[src/rtl/los_pkg.sv]
package los_pkg;
  typedef logic [15:0] len_t;

  // Pick a window length from the {alternate, E1} control pair.
  function automatic len_t pick_len(input logic e1, input logic alt,
                                    input len_t e1_std, input len_t t1_std,
                                    input len_t e1_alt, input len_t t1_alt);
    case ({alt, e1})
      2'b01:   return e1_std;
      2'b00:   return t1_std;
      2'b11:   return e1_alt;
      default: return t1_alt;
    endcase
  endfunction

  // Minimum pulse count for 12.5 % density over m intervals.
  function automatic len_t density_floor(input len_t m);
    return m >> 3;
  endfunction

  function automatic logic density_met(input len_t cnt, input len_t m);
    return cnt >= density_floor(m);
  endfunction
endpackage

[src/rtl/los_decl_run.sv]
module los_decl_run
  import los_pkg::*;
(
  input  logic clk,
  input  logic rst_n,
  input  logic arm,
  input  logic stb,
  input  logic pulse,
  input  len_t n_len,
  output logic decl_hit
);
  len_t zcnt;

  always_comb begin
    decl_hit = arm && stb && !pulse && ((zcnt + 16'd1) >= n_len);
  end

  always_ff @(posedge clk) begin
    if (!rst_n) begin
      zcnt <= '0;
    end else if (!arm || (stb && pulse) || decl_hit) begin
      zcnt <= '0;
    end else if (stb) begin
      zcnt <= zcnt + 16'd1;
    end
  end

  // an unstrobed cycle leaves the empty run untouched
  a_r10_idle_holds_run: assert property (@(posedge clk) disable iff (!rst_n)
    (arm && !stb) |=> $stable(zcnt));

  // a strobed pulse restarts the run
  a_r2_pulse_restarts: assert property (@(posedge clk) disable iff (!rst_n)
    (stb && pulse) |=> (zcnt == '0));
endmodule

[src/rtl/los_clr_win.sv]
module los_clr_win
  import los_pkg::*;
(
  input  logic clk,
  input  logic rst_n,
  input  logic arm,
  input  logic stb,
  input  logic pulse,
  input  len_t m_len,
  output logic clr_hit,
  output logic win_open
);
  logic open_q;
  len_t wcnt;
  len_t pcnt;
  len_t pcnt_next;
  logic win_last;

  always_comb begin
    pcnt_next = pcnt + len_t'(pulse);
    win_last  = open_q && stb && ((wcnt + 16'd1) >= m_len);
    clr_hit   = arm && win_last && density_met(pcnt_next, m_len);
    win_open  = open_q;
  end

  always_ff @(posedge clk) begin
    if (!rst_n) begin
      open_q <= 1'b0;
      wcnt   <= '0;
      pcnt   <= '0;
    end else if (!arm) begin
      open_q <= 1'b0;
      wcnt   <= '0;
      pcnt   <= '0;
    end else if (!open_q) begin
      if (stb && pulse) begin
        open_q <= 1'b1;
        wcnt   <= 16'd1;
        pcnt   <= 16'd1;
      end
    end else if (stb) begin
      if (win_last) begin
        open_q <= 1'b0;
        wcnt   <= '0;
        pcnt   <= '0;
      end else begin
        wcnt <= wcnt + 16'd1;
        pcnt <= pcnt_next;
      end
    end
  end

  // pulses counted never exceed intervals elapsed
  a_r3_pcnt_bounded: assert property (@(posedge clk) disable iff (!rst_n)
    open_q |-> (pcnt <= wcnt));

  // a window opens only on a strobed pulse
  a_r4_open_on_pulse: assert property (@(posedge clk) disable iff (!rst_n)
    $rose(open_q) |-> $past(stb && pulse));
endmodule

[src/rtl/los_irq.sv]
module los_irq (
  input  logic clk,
  input  logic rst_n,
  input  logic set_evt,
  input  logic clr_req,
  input  logic mask,
  output logic irq,
  output logic flag
);
  always_ff @(posedge clk) begin
    if (!rst_n)       flag <= 1'b0;
    else if (set_evt) flag <= 1'b1;
    else if (clr_req) flag <= 1'b0;
  end

  assign irq = flag & ~mask;

  // the flag is sticky until acknowledged
  a_r6_sticky: assert property (@(posedge clk) disable iff (!rst_n)
    (flag && !clr_req) |=> flag);

  // a masked interrupt stays low
  a_r7_masked_quiet: assert property (@(posedge clk) disable iff (!rst_n)
    mask |-> !irq);
endmodule

[src/rtl/los_ais_mux.sv]
module los_ais_mux (
  input  logic los,
  input  logic sys_en,
  input  logic line_en,
  input  logic mclk_in,
  input  logic rx_data_in,
  input  logic rx_clk_in,
  input  logic tx_data_in,
  input  logic tx_clk_in,
  output logic rx_data_out,
  output logic rx_clk_out,
  output logic tx_data_out,
  output logic tx_clk_out
);
  logic sys_sub;
  logic line_sub;

  always_comb begin
    sys_sub     = los & sys_en;
    line_sub    = los & line_en;
    rx_data_out = sys_sub  ? 1'b1    : rx_data_in;
    rx_clk_out  = sys_sub  ? mclk_in : rx_clk_in;
    tx_data_out = line_sub ? 1'b1    : tx_data_in;
    tx_clk_out  = line_sub ? mclk_in : tx_clk_in;
  end
endmodule

[src/rtl/los_ais_ctrl.sv]
module los_ais_ctrl
  import los_pkg::*;
#(
  parameter len_t E1_STD_LEN = 16'd32,
  parameter len_t T1_STD_LEN = 16'd175,
  parameter len_t E1_ALT_LEN = 16'd2048,
  parameter len_t T1_ALT_LEN = 16'd1544
) (
  input  logic clk,
  input  logic rst_n,
  input  logic ival_stb,
  input  logic pulse_seen,
  input  logic mode_e1,
  input  logic crit_alt,
  input  logic irq_mask,
  input  logic irq_clr,
  input  logic sys_ais_en,
  input  logic line_ais_en,
  input  logic mclk_in,
  input  logic rx_data_in,
  input  logic rx_clk_in,
  input  logic tx_data_in,
  input  logic tx_clk_in,
  output logic los,
  output logic irq,
  output logic rx_data_out,
  output logic rx_clk_out,
  output logic tx_data_out,
  output logic tx_clk_out
);
  len_t win_len;
  logic decl_hit;
  logic clr_hit;
  logic win_open;
  logic irq_flag;
  logic los_q;

  // One table serves both the declare run and the clear window.
  assign win_len = pick_len(mode_e1, crit_alt, E1_STD_LEN, T1_STD_LEN,
                            E1_ALT_LEN, T1_ALT_LEN);

  los_decl_run u_decl (
    .clk      (clk),
    .rst_n    (rst_n),
    .arm      (!los_q),
    .stb      (ival_stb),
    .pulse    (pulse_seen),
    .n_len    (win_len),
    .decl_hit (decl_hit)
  );

  los_clr_win u_clr (
    .clk      (clk),
    .rst_n    (rst_n),
    .arm      (los_q),
    .stb      (ival_stb),
    .pulse    (pulse_seen),
    .m_len    (win_len),
    .clr_hit  (clr_hit),
    .win_open (win_open)
  );

  always_ff @(posedge clk) begin
    if (!rst_n)        los_q <= 1'b1;
    else if (decl_hit) los_q <= 1'b1;
    else if (clr_hit)  los_q <= 1'b0;
  end

  assign los = los_q;

  los_irq u_irq (
    .clk     (clk),
    .rst_n   (rst_n),
    .set_evt (decl_hit),
    .clr_req (irq_clr),
    .mask    (irq_mask),
    .irq     (irq),
    .flag    (irq_flag)
  );

  los_ais_mux u_ais (
    .los         (los_q),
    .sys_en      (sys_ais_en),
    .line_en     (line_ais_en),
    .mclk_in     (mclk_in),
    .rx_data_in  (rx_data_in),
    .rx_clk_in   (rx_clk_in),
    .tx_data_in  (tx_data_in),
    .tx_clk_in   (tx_clk_in),
    .rx_data_out (rx_data_out),
    .rx_clk_out  (rx_clk_out),
    .tx_data_out (tx_data_out),
    .tx_clk_out  (tx_clk_out)
  );

  // declaration follows an empty strobed interval
  a_r2_declare_on_empty: assert property (@(posedge clk) disable iff (!rst_n)
    $rose(los_q) |-> $past(ival_stb && !pulse_seen));

  // clearing happens only on a strobed interval
  a_r3_clear_on_strobe: assert property (@(posedge clk) disable iff (!rst_n)
    $fell(los_q) |-> $past(ival_stb));

  // no clear window remains open once loss is cleared
  a_r4_no_window_when_clear: assert property (@(posedge clk) disable iff (!rst_n)
    !los_q |-> !win_open);

  // every declaration leaves the flag set
  a_r6_irq_on_declare: assert property (@(posedge clk) disable iff (!rst_n)
    $rose(los_q) |-> irq_flag);

  // system-side all-ones substitution
  a_r8_sys_ais: assert property (@(posedge clk) disable iff (!rst_n)
    (los_q && sys_ais_en) |-> (rx_data_out && (rx_clk_out == mclk_in)));

  // line-side all-ones substitution
  a_r9_line_ais: assert property (@(posedge clk) disable iff (!rst_n)
    (los_q && line_ais_en) |-> (tx_data_out && (tx_clk_out == mclk_in)));
endmodule

[config.mk]
export PLATFORM = sky130hd
export DESIGN_NAME = los_ais_ctrl
export DESIGN_NICKNAME = d
export VERILOG_FILES = /design/src/rtl/los_pkg.sv /design/src/rtl/los_decl_run.sv /design/src/rtl/los_clr_win.sv /design/src/rtl/los_irq.sv /design/src/rtl/los_ais_mux.sv /design/src/rtl/los_ais_ctrl.sv
export SDC_FILE = /design/constraint.sdc
export NUM_CORES = 1
export LEC_CHECK = 0
export BUFFER_PORTS_ARGS = -buffer_cell sky130_fd_sc_hd__buf_2
export CAP_MARGIN = 30
export CORE_MARGIN = 8
export CORE_UTILIZATION = 60
export CTS_BUF_LIST = sky130_fd_sc_hd__clkbuf_16
export CTS_CLUSTER_SIZE = 28
export DETAILED_ROUTE_END_ITERATION = 12
export PLACE_DENSITY = 0.82
export SYNTH_ARGS = -nofsm -noshare
export SYNTH_HDL_FRONTEND = slang
export SYNTH_SLANG_ARGS = --single-unit
[constraint.sdc]
create_clock -name clk -period 4.65 [get_ports clk]
set_input_delay 0.2325 -clock clk [delete_from_list [all_inputs] [get_ports clk]]
set_output_delay 0.2325 -clock clk [all_outputs]
set_load 0.01 [all_outputs]
==> impl_metrics.toml <==
[floorplanning]
die_area_mm2 = 0.00862
die_h_um = 92.9
ioPinCount = 21
start_util = 0.609
coreArea_mm2 = 0.00582
num_rows = 28
die_x_um = 92.9

[logic_synthesis]
synth_edf_count = 0
synth.net_count = 473
ys_ff_latch = 51
syn_avg_cell_area_um2 = 8.24
synth.distinct_cells = 57
synth_flop_cell = "dfxtp_1"
synth_warnings = 0
seq_area_frac_synth = 0.288
postSynth.asyncResetShare = 0
syn_inst = 430
syn_area_mm2 = 0.00354

[timing]
skew_ns = 0.00898
setup_viol = 0
rsz0062_at_grt = "no"
relSlewSlack = 0.375
drv_slew = 0
worstMarginPinSlew_ns = 0.936
hold_viol = 0
fmax_ghz = 0.277
fin_setup_tns_ns = 0
finalCritPeriodShare = 0.776
finalCriticalPeriod_ns = 3.61

[drt]
drc = 0
first_pass_iters = 4
wl_per_cell_um = 15.1
first_iter_violations = 229
ant_nets = 0
avgViaCountPerCell = 5.97
wirelength_um = 7780
vias = 3082

[clock_network]
ctsHoldBuffers = 0
clkTransAtPathRegs_ns = 0.07
insertion_delay_ns = 0.29
cts_max_level = 2
cts_made_buffers = 5
cts.sinks = 51
clockBufferDepth = 2
post-cts-setup-buffers = 0
cts_root_buf = "clkbuf_16"
cts-resized-gates = 0
cts_tree = "yes"

[critical_path]
critical_path.max_stage_delay_ns = 0.51
cp-end-kind = "register"
crit_required_ns = 4.88
worst_ep_arrival_time_ns = 3.84
cpMaxStageDelayCell = "dfxtp_1"
cp_max_fo = 25
crit_path_cell_trace = "and4_2 -> nand2_1 -> nor2_1 -> and4_1 -> xor2_1 -> ha_1 -> nand4_1 -> a21oi_1 -> nor4_1 -> nand3_2 -> nor4_4 -> buf_4 -> a21o_1 -> a22o_2"
critPathKind = "reg -> reg"
cp-start-kind = "register"

[final_layout]
nFillCells = 499
syn_to_final_growth_pct = 7.98
drive_gt1_frac = 0.145
multi_input_area_mm2 = 0.00238
antennaDiodeCount = 0
ff_latch_area_mm2 = 0.00102
postLayoutCellArea_mm2 = 0.00383
final_common_cell = "dfxtp_1"
nets = 483
final_cell_mix = "dfxtp_1 (51), nand2_1 (46), nor2_1 (39), ha_1 (28)"

[global_route]
antenna_found_initial = 0
grt_pass1_wl_um = 13800
grt_overflow = 0
grt_max_degree = 26
track_usage = 0.191
first_global_vias = 3086

[placement]
postPlaceCellArea_mm2 = 0.00366
portBuffers = 20
gp_congestion = 0.873
dp_hpwl_um = 5750

[pwr]
leakagePower_nw = 1.54
max-vdd-ir-drop_uv = 142
powerDensity_mw_per_mm2 = 242

[run]
drv_cap = 0

[worst_hold_path]
hold_class = "in -> reg"

[status]
status = "finished clean"
[per-layer routing]
layer / vias up / routed length [µm] / global-route usage
met5: - / 0 / 0
met4: 0 / 115 / 0.0604
met3: 14 / 288 / 0.0332
met2: 70 / 3740 / 0.330
met1: 1427 / 3640 / 0.234
li1: 1571 / - / -
[sequential cells by signal, summed over array words and instances, names as in the netlist]
register / flops
u_clr.pcnt: 16
u_clr.win_open: 1
los: 1
u_clr.wcnt: 16
u_irq.flag: 1
u_decl.zcnt: 16
[logic make-up (layout without fill, tap and decap cells)]
logic type / count (synthesis) / after routing / synth area share
AO/OA/AOI/OAI: 71 / 71 / 0.154
AND/OR/NAND/NOR: 205 / 205 / 0.314
buffers and inverters: 34 / 45 / 0.0413
multiplexers: 4 / 4 / 0.0120
XOR/XNOR: 37 / 37 / 0.0915
adder cells (fa/ha/maj): 28 / 28 / 0.0989
flip-flops: 51 / 51 / 0.288
[power breakdown]
group          switching, mW  internal, mW
Clock                  0.162         0.251
Sequential           0.00315         0.439
Combinational         0.0417        0.0274
Total                  0.207         0.718
[synthesized netlist by cell type (all sizes together), types with 2 or more instances]
library cell	n	area, µm²
dfxtp	51	1020
nand2	48	185
nor2	39	146
ha	28	350
nand3	26	160
xnor2	19	166
o21ai	18	120
xor2	18	158
nand4	17	121
inv	15	56.3
clkbuf	14	53.8
nor3	13	65.1
a21oi	12	60.1
a22o	12	108
nor2b	9	56.3
nor4	9	71.3
and3	7	43.8
nand2b	7	43.8
or2	6	37.5
or3	6	40.0
a31oi	5	31.3
and2	5	31.3
buf	5	36.3
or4	5	41.3
and4	4	37.5
o41ai	4	53.8
a211oi	3	22.5
o211ai	3	22.5
a21boi	2	15.0
mux2	2	22.5
mux2i	2	20.0
nand3b	2	15.0
o2111ai	2	17.5
o211a	2	20.0
[layout make-up]
class                           count  share of cell area
Tap cell                           75              0.0245
Clock inverter                      3              0.0101
Sequential cell                    51               0.267
Timing Repair Buffer               22              0.0301
Inverter                           15              0.0147
Clock buffer                        5              0.0327
Multi-Input combinational cell    345               0.621
[stage by stage]
step                worst slack, ns  std cells   util  hold WS [ns]  power [mW]
CTS                            1.06        516  0.658         0.175       0.928
floorplan                      1.61        430      -         0.313       0.498
detailed placement             1.16        508  0.630         0.454       0.520
finish                         1.04        516  0.658         0.184       0.924
global route                  0.712        516  0.658         0.176       0.955
global placement               1.25        508  0.630         0.444       0.518
[worst max-delay path, delay by kind of cell (launching register included)]
family	cells	cell delay [ns]
buf+inv	1	0.39
xor+xnor	1	0.20
compound gates	3	0.33
simple gates	8	1.82
flops	1	0.51
fa+ha+maj	1	0.29
[path summary, 6_finish.rpt]
kind | from | to | slack (ns) | depth (start not counted)
worst min register to register | u_clr.pcnt[0] | u_clr.pcnt[0] | 0.48 | 2
worst max register to register | u_clr.wcnt[3] | u_clr.pcnt[15] | 1.04 | 14
worst min-delay path | rst_n | los | 0.18 | 2
worst max-delay path | u_clr.wcnt[3] | u_clr.pcnt[15] | 1.04 | 14
Power figures use the tool's default switching activity.
